### config.mk
export PLATFORM = sky130hd
export DESIGN_NAME = pkt_switch_2x2
export DESIGN_NICKNAME = d
export VERILOG_FILES = /design/src/rtl/pkt_sw_pkg.sv /design/src/rtl/sw_fifo.sv /design/src/rtl/sw_control.sv /design/src/rtl/sw_datapath.sv /design/src/rtl/pkt_switch_2x2.sv
export SDC_FILE = /design/constraint.sdc
export NUM_CORES = 1
export LEC_CHECK = 0
export BUFFER_PORTS_ARGS = -buffer_cell sky130_fd_sc_hd__buf_2
export CAP_MARGIN = 20
export CORE_AREA = 2 2 199 152
export CTS_CLUSTER_SIZE = 14
export DETAILED_ROUTE_END_ITERATION = 16
export DIE_AREA = 0 0 201 154
export REMOVE_ABC_BUFFERS = 1
export SLEW_MARGIN = 20
export SYNTH_ARGS = -nofsm -noshare
export SYNTH_HDL_FRONTEND = slang
export SYNTH_SLANG_ARGS = --single-unit
### constraint.sdc
create_clock -name clk -period 8 [get_ports clk]
set_clock_uncertainty 0.2 [all_clocks]
set_input_delay 0.4 -clock clk [delete_from_list [all_inputs] [get_ports clk]]
set_output_delay 0.4 -clock clk [all_outputs]
set_load 0.02 [all_outputs]
### src/rtl/pkt_sw_pkg.sv
package pkt_sw_pkg;

  // Strobes the control logic issues to the datapath each cycle.
  typedef struct packed {
    logic [1:0] move;     // input i forwards its head packet
    logic [1:0] pushOut;  // output k receives a packet
    logic [1:0] srcSel;   // output k source: 0 = input 0, 1 = input 1
    logic       countUp;  // counter takes one increment
  } swStrobeT;

endpackage

### src/rtl/sw_fifo.sv
module sw_fifo #(
  parameter int WIDTH = 16,
  parameter int DEPTH = 4
) (
  input  logic             clk,
  input  logic             rstN,
  input  logic             pushEn,
  input  logic [WIDTH-1:0] pushData,
  input  logic             popEn,
  output logic [WIDTH-1:0] popData,
  output logic             empty,
  output logic             full
);
  localparam int PTR_W = (DEPTH > 1) ? $clog2(DEPTH) : 1;
  localparam int CNT_W = $clog2(DEPTH + 1);

  logic [WIDTH-1:0] store [DEPTH];
  logic [PTR_W-1:0] rdPtr, wrPtr;
  logic [CNT_W-1:0] fill;

  logic doPush, doPop;
  assign doPush = pushEn && !full;
  assign doPop  = popEn && !empty;

  assign empty   = (fill == '0);
  assign full    = (fill == CNT_W'(DEPTH));
  assign popData = store[rdPtr];

  function automatic logic [PTR_W-1:0] nextPtr(input logic [PTR_W-1:0] p);
    return (p == PTR_W'(DEPTH - 1)) ? '0 : p + 1'b1;
  endfunction

  always_ff @(posedge clk or negedge rstN) begin
    if (!rstN) begin
      rdPtr <= '0;
      wrPtr <= '0;
      fill  <= '0;
    end else begin
      if (doPush) wrPtr <= nextPtr(wrPtr);
      if (doPop)  rdPtr <= nextPtr(rdPtr);
      if (doPush && !doPop)      fill <= fill + 1'b1;
      else if (doPop && !doPush) fill <= fill - 1'b1;
    end
  end

  always_ff @(posedge clk) begin
    if (doPush) store[wrPtr] <= pushData;
  end

endmodule

### src/rtl/sw_control.sv
module sw_control
  import pkt_sw_pkg::*;
(
  input  logic [1:0] headValid,
  input  logic [1:0] headDest,
  input  logic [1:0] headFlag,
  input  logic [1:0] outFull,
  output swStrobeT   strobe
);
  logic [1:0] canMove;
  logic       sameTarget;
  logic       bothFlagged;

  always_comb begin
    for (int i = 0; i < 2; i++) begin
      canMove[i] = headValid[i] && !outFull[headDest[i]];
    end
    sameTarget  = (headDest[0] == headDest[1]);
    bothFlagged = headFlag[0] && headFlag[1];

    strobe.move[0] = canMove[0];
    strobe.move[1] = canMove[1] && !(canMove[0] && (sameTarget || bothFlagged));

    for (int k = 0; k < 2; k++) begin
      strobe.pushOut[k] = (strobe.move[0] && (headDest[0] == 1'(k)))
                       || (strobe.move[1] && (headDest[1] == 1'(k)));
      strobe.srcSel[k]  = !(strobe.move[0] && (headDest[0] == 1'(k)));
    end

    strobe.countUp = (strobe.move[0] && headFlag[0]) || (strobe.move[1] && headFlag[1]);
  end

endmodule

### src/rtl/sw_datapath.sv
module sw_datapath
  import pkt_sw_pkg::*;
#(
  parameter int WIDTH    = 16,
  parameter int DEPTH    = 4,
  parameter int CNT_W    = 32,
  parameter int DEST_BIT = 0,
  parameter int FLAG_BIT = 1
) (
  input  logic             clk,
  input  logic             rstN,
  input  logic [1:0]       inValid,
  input  logic [WIDTH-1:0] inData [2],
  output logic [1:0]       inReady,
  input  logic [1:0]       outReady,
  output logic [1:0]       outValid,
  output logic [WIDTH-1:0] outData [2],
  output logic [CNT_W-1:0] count,
  input  swStrobeT         strobe,
  output logic [1:0]       headValid,
  output logic [1:0]       headDest,
  output logic [1:0]       headFlag,
  output logic [1:0]       outFull
);
  logic [WIDTH-1:0] head   [2];
  logic [WIDTH-1:0] outIn  [2];
  logic [1:0]       inEmpty, inFull, outEmpty;

  for (genvar i = 0; i < 2; i++) begin : g_port
    sw_fifo #(.WIDTH(WIDTH), .DEPTH(DEPTH)) u_inQ (
      .clk(clk), .rstN(rstN),
      .pushEn(inValid[i]), .pushData(inData[i]),
      .popEn(strobe.move[i]), .popData(head[i]),
      .empty(inEmpty[i]), .full(inFull[i])
    );

    assign outIn[i] = strobe.srcSel[i] ? head[1] : head[0];

    sw_fifo #(.WIDTH(WIDTH), .DEPTH(DEPTH)) u_outQ (
      .clk(clk), .rstN(rstN),
      .pushEn(strobe.pushOut[i]), .pushData(outIn[i]),
      .popEn(outReady[i]), .popData(outData[i]),
      .empty(outEmpty[i]), .full(outFull[i])
    );

    assign inReady[i]   = !inFull[i];
    assign outValid[i]  = !outEmpty[i];
    assign headValid[i] = !inEmpty[i];
    assign headDest[i]  = head[i][DEST_BIT];
    assign headFlag[i]  = head[i][FLAG_BIT];
  end

  always_ff @(posedge clk or negedge rstN) begin
    if (!rstN)               count <= '0;
    else if (strobe.countUp) count <= count + 1'b1;
  end

endmodule

### src/rtl/pkt_switch_2x2.sv
module pkt_switch_2x2
  import pkt_sw_pkg::*;
#(
  parameter int WIDTH    = 16,
  parameter int DEPTH    = 4,
  parameter int CNT_W    = 32,
  parameter int DEST_BIT = 0,
  parameter int FLAG_BIT = 1
) (
  input  logic             clk,
  input  logic             rstN,
  input  logic             in0Valid,
  output logic             in0Ready,
  input  logic [WIDTH-1:0] in0Data,
  input  logic             in1Valid,
  output logic             in1Ready,
  input  logic [WIDTH-1:0] in1Data,
  output logic             out0Valid,
  input  logic             out0Ready,
  output logic [WIDTH-1:0] out0Data,
  output logic             out1Valid,
  input  logic             out1Ready,
  output logic [WIDTH-1:0] out1Data,
  output logic [CNT_W-1:0] pktCount
);
  swStrobeT         strobe;
  logic [1:0]       headValid, headDest, headFlag, outFull;
  logic [1:0]       inReadyV, outValidV;
  logic [WIDTH-1:0] inDataA  [2];
  logic [WIDTH-1:0] outDataA [2];

  assign inDataA[0] = in0Data;
  assign inDataA[1] = in1Data;

  sw_datapath #(
    .WIDTH(WIDTH), .DEPTH(DEPTH), .CNT_W(CNT_W),
    .DEST_BIT(DEST_BIT), .FLAG_BIT(FLAG_BIT)
  ) u_dp (
    .clk(clk), .rstN(rstN),
    .inValid({in1Valid, in0Valid}), .inData(inDataA), .inReady(inReadyV),
    .outReady({out1Ready, out0Ready}), .outValid(outValidV), .outData(outDataA),
    .count(pktCount), .strobe(strobe),
    .headValid(headValid), .headDest(headDest), .headFlag(headFlag), .outFull(outFull)
  );

  sw_control u_ctl (
    .headValid(headValid), .headDest(headDest), .headFlag(headFlag),
    .outFull(outFull), .strobe(strobe)
  );

  assign in0Ready  = inReadyV[0];
  assign in1Ready  = inReadyV[1];
  assign out0Valid = outValidV[0];
  assign out1Valid = outValidV[1];
  assign out0Data  = outDataA[0];
  assign out1Data  = outDataA[1];

endmodule

==> results_dict.tcl <==
set metrics [dict create \
    clkTransAtPathRegs_ns 0.06 \
    power.density_mw_per_mm2 449 \
    clock-root-buffer "clkbuf_16" \
    ant_nets 0 \
    synth.area.top_cells "edfxtp_1 59%, dfrtp_1 12%, mux4_2 11%" \
    setup_violations 0 \
    pin_count 106 \
    cts_buffers 31 \
    worstReg2RegStart "u_dp.g_port[0].u_inQ.rdPtr[0]$_DFFE_PN0P_" \
    critPathSlowestCell "nor3_4" \
    hold_path_class "input port to flip-flop" \
    gp_congestion 0.751 \
    leakagePower_nw 5.60 \
    cts_max_path_buffers 3 \
    die_w_um 201 \
    avgRoutedWirePerCell_um 20.8 \
    slew-limit-headroom 0.294 \
    crit_chain "mux4_2 > nor3_4 > o2bb2ai_1 > nand2_1 > o21a_1 > inv_1 > ha_1 > inv_1 > fa_1 > mux2_2" \
    drt-total-wl_mm 25.9 \
    synthToLayoutAreaGrowth_pct 17.3 \
    reg2reg_setup_slack_ns 3.62 \
    cts_sinks 316 \
    timing.final.crit_share 0.547 \
    arrival_ns 4.62 \
    vias 6558 \
    rsz0062_at_grt "no" \
    ff_latch_area_sq_mm 0.00919 \
    nets 895 \
    async_reset_ff_frac 0.190 \
    syn_area_sq_mm 0.0129 \
    min_from "out0Ready" \
    hold_depth 3 \
    antenna_found_initial 2 \
    slowest_delay_ns 0.84 \
    grt_overflow_total 0 \
    worst_pin_slew_ns 1.06 \
    crit_type "flip-flop to flip-flop" \
    setup_tns_ns 0 \
    routed_via_density 5.26 \
    first_global_vias 6945 \
    ys_types 41 \
    path_buf_inv 2 \
    clk_latency_ns 0.56 \
    fmax_mhz 228 \
    h-tree-depth 1 \
    r2r_end "u_dp.g_port[1].u_outQ.fill[1]$_DFFE_PN0P_" \
    synth_largest_area_cell "edfxtp_1" \
    maxSlewViolCount 0 \
    run_status "finished, final reports clean" \
    synth_edf_count 256 \
    dieArea_sq_mm 0.0310 \
    crit_required_ns 8.24 \
    ys_seq_area_frac 0.710 \
    finalCriticalPeriod_ns 4.38 \
    fillers 2312 \
    ys_warn_count 0 \
    yosysTopAreaCellShare 0.594 \
    syn_inst 672 \
    drt_iter0_drc 448 \
    timing.critical_path.mode_cell "inv_1" \
    ff2ff_path_depth 10 \
    hold_viol 0 \
    multi_input_area_sq_mm 0.00357 \
    grt_usage 0.171 \
    first_pass_iters 4 \
    synth-seq-cells 316 \
    io_buffers 105 \
    critPathMaxFanout 19 \
    end_kind "flip-flop" \
    max_cap_violations 0 \
    grt_pass1_wl_mm 40.7 \
    grt_start_max_net_pins 61 \
    cp-start-kind "flip-flop" \
    hold_end "u_dp.g_port[0].u_outQ.rdPtr[0]$_DFFE_PN0P_" \
    fin_util 0.526 \
    crit_family "simple AND/OR/NAND/NOR gates" \
    dpl.hpwl_mm 17.5 \
    cts_tree "built" \
    syn_area_per_cell_sq_um 19.2 \
    drive_gt1_frac 0.340 \
    postCtsSetupBuffers 0 \
    vdd_drop_max_v 0.000223 \
    synthFlopType "edfxtp_1" \
    drc_errors 0 \
    die_h_um 154 \
    core-area_sq_mm 0.0289 \
    rows 54 \
    start_util 0.448 \
]
-- tightest hold or removal path, delay by kind of cell --
| kind | cells | cell delay (ns) |
|---|---|---|
| buffers and inverters | 1 | 0.10 |
| AOI/OAI and AO/OA | 1 | 0.14 |
| and+or+nand+nor | 1 | 0.13 |
-- synth_stat cells (5+ instances only) --
cell type / number
xnor2_1: 9
nor4_2: 10
mux2_2: 43
xor2_1: 34
ha_1: 25
and3_1: 14
nand3_1: 13
inv_1: 16
nor2b_1: 5
edfxtp_1: 256
clkbuf_1: 14
mux4_2: 64
dfrtp_1: 60
nand2_1: 22
nor3_1: 13
nand4_1: 5
nor2_1: 17
-- stage by stage --
stage	total power, mW	setup WS, ns	hold slack (ns)	std cells	area, sq um
2_1_floorplan	4.62	3.89	-0.0956	650	12800
3_3_place_gp	5.40	3.34	0.254	1154	13900
3_5_place_dp	5.54	3.20	0.260	1154	13900
4_1_cts	6.91	3.19	0.0270	1245	15200
5_1_grt	7.21	3.31	0.0561	1245	15200
6_report	6.81	3.62	0.0450	1246	15200
-- cell type report --
| cell class | count | area share |
|---|---|---|
| Antenna cell | 1 | 0.000165 |
| Clock buffer | 45 | 0.0572 |
| Clock inverter | 13 | 0.00536 |
| Inverter | 16 | 0.00396 |
| Multi-Input combinational cell | 318 | 0.235 |
| Sequential cell | 316 | 0.606 |
| Tap cell | 392 | 0.0323 |
| Timing Repair Buffer | 145 | 0.0599 |
-- metal layers --
metal / GRT usage / wire (um)
met5: 0 / 0
met4: 0.0335 / 404
met3: 0.0295 / 1200
met2: 0.281 / 12500
met1: 0.244 / 11800
-- cell usage in the layout, fill, tap and decap left out, types with 3 or more instances in the layout --
cell type / synthesis / routed
dfrtp_2: 0 / 3
or3_1: 3 / 3
buf_2: 0 / 105
and2_1: 4 / 4
nor4_2: 10 / 10
mux4_2: 64 / 64
nor3_1: 13 / 13
a21o_1: 3 / 3
nand4_1: 5 / 5
ha_1: 25 / 25
edfxtp_1: 256 / 256
nand3_1: 13 / 13
nor2b_1: 5 / 5
nor3b_1: 4 / 4
clkinvlp_4: 0 / 3
fa_1: 4 / 4
buf_4: 2 / 7
nor2_1: 17 / 17
nand2_1: 22 / 22
o21ai_0: 4 / 4
and3_1: 14 / 14
clkbuf_16: 0 / 31
mux2_2: 43 / 43
clkbuf_8: 0 / 4
dfrtp_1: 60 / 57
clkbuf_1: 14 / 10
xor2_1: 34 / 34
inv_1: 16 / 16
dlygate4sd3_1: 0 / 33
nor4b_2: 3 / 3
xnor2_1: 9 / 9
clkinv_2: 0 / 5
or2_2: 4 / 4
-- where the power goes --
part	total (mW)	internal, mW	switching, mW
clock network	1.35	0.754	0.597
logic	2.52	1.06	1.46
registers	2.94	2.61	0.334
total	6.81	4.42	2.39
-- logic make-up after synthesis --
family	share of synthesized area
buf+inv	0.0133
mux	0.149
simple gates	0.0599
compound gates	0.00803
fa+ha+maj	0.0304
flops	0.710
xor+xnor	0.0291
-- flip-flops by register name, indices dropped and copies added, names as in the netlist --
| signal | cells |
|---|---|
| u_dp.g_port.u_outQ.store | 128 |
| u_dp.g_port.u_inQ.rdPtr | 4 |
| u_dp.g_port.u_inQ.store | 128 |
| u_dp.g_port.u_outQ.wrPtr | 4 |
| u_dp.g_port.u_outQ.fill | 6 |
| u_dp.g_port.u_inQ.wrPtr | 4 |
| u_dp.g_port.u_outQ.rdPtr | 4 |
| u_dp.g_port.u_inQ.fill | 6 |
| u_dp.count | 32 |
-- worst max-delay path by stage --
stage                     cells after the start                                      start  slack (ns)                                   endpoint
after global routing                         10  u_dp.g_port[0].u_inQ.rdPtr[0]$_DFFE_PN0P_        3.31  u_dp.g_port[1].u_outQ.fill[1]$_DFFE_PN0P_
after floorplan                               5  u_dp.g_port[0].u_inQ.rdPtr[0]$_DFFE_PN0P_        3.89                  u_dp.count[1]$_DFFE_PN0P_
after detailed placement                     10  u_dp.g_port[0].u_inQ.rdPtr[0]$_DFFE_PN0P_        3.20  u_dp.g_port[1].u_outQ.fill[1]$_DFFE_PN0P_
final                                        10  u_dp.g_port[0].u_inQ.rdPtr[0]$_DFFE_PN0P_        3.62  u_dp.g_port[1].u_outQ.fill[1]$_DFFE_PN0P_
after CTS                                    10  u_dp.g_port[0].u_inQ.rdPtr[0]$_DFFE_PN0P_        3.19  u_dp.g_port[1].u_outQ.fill[1]$_DFFE_PN0P_
after global placement                       10  u_dp.g_port[0].u_inQ.rdPtr[0]$_DFFE_PN0P_        3.34  u_dp.g_port[1].u_outQ.fill[1]$_DFFE_PN0P_
-- what timing repair did --
action | CTS | global route
gates resized for setup | 0 | 0
endpoints found under the hold margin | 188 | 0
setup endpoints to repair | 0 | 0
hold buffers | 33 | 0
Power figures use the tool's default switching activity.
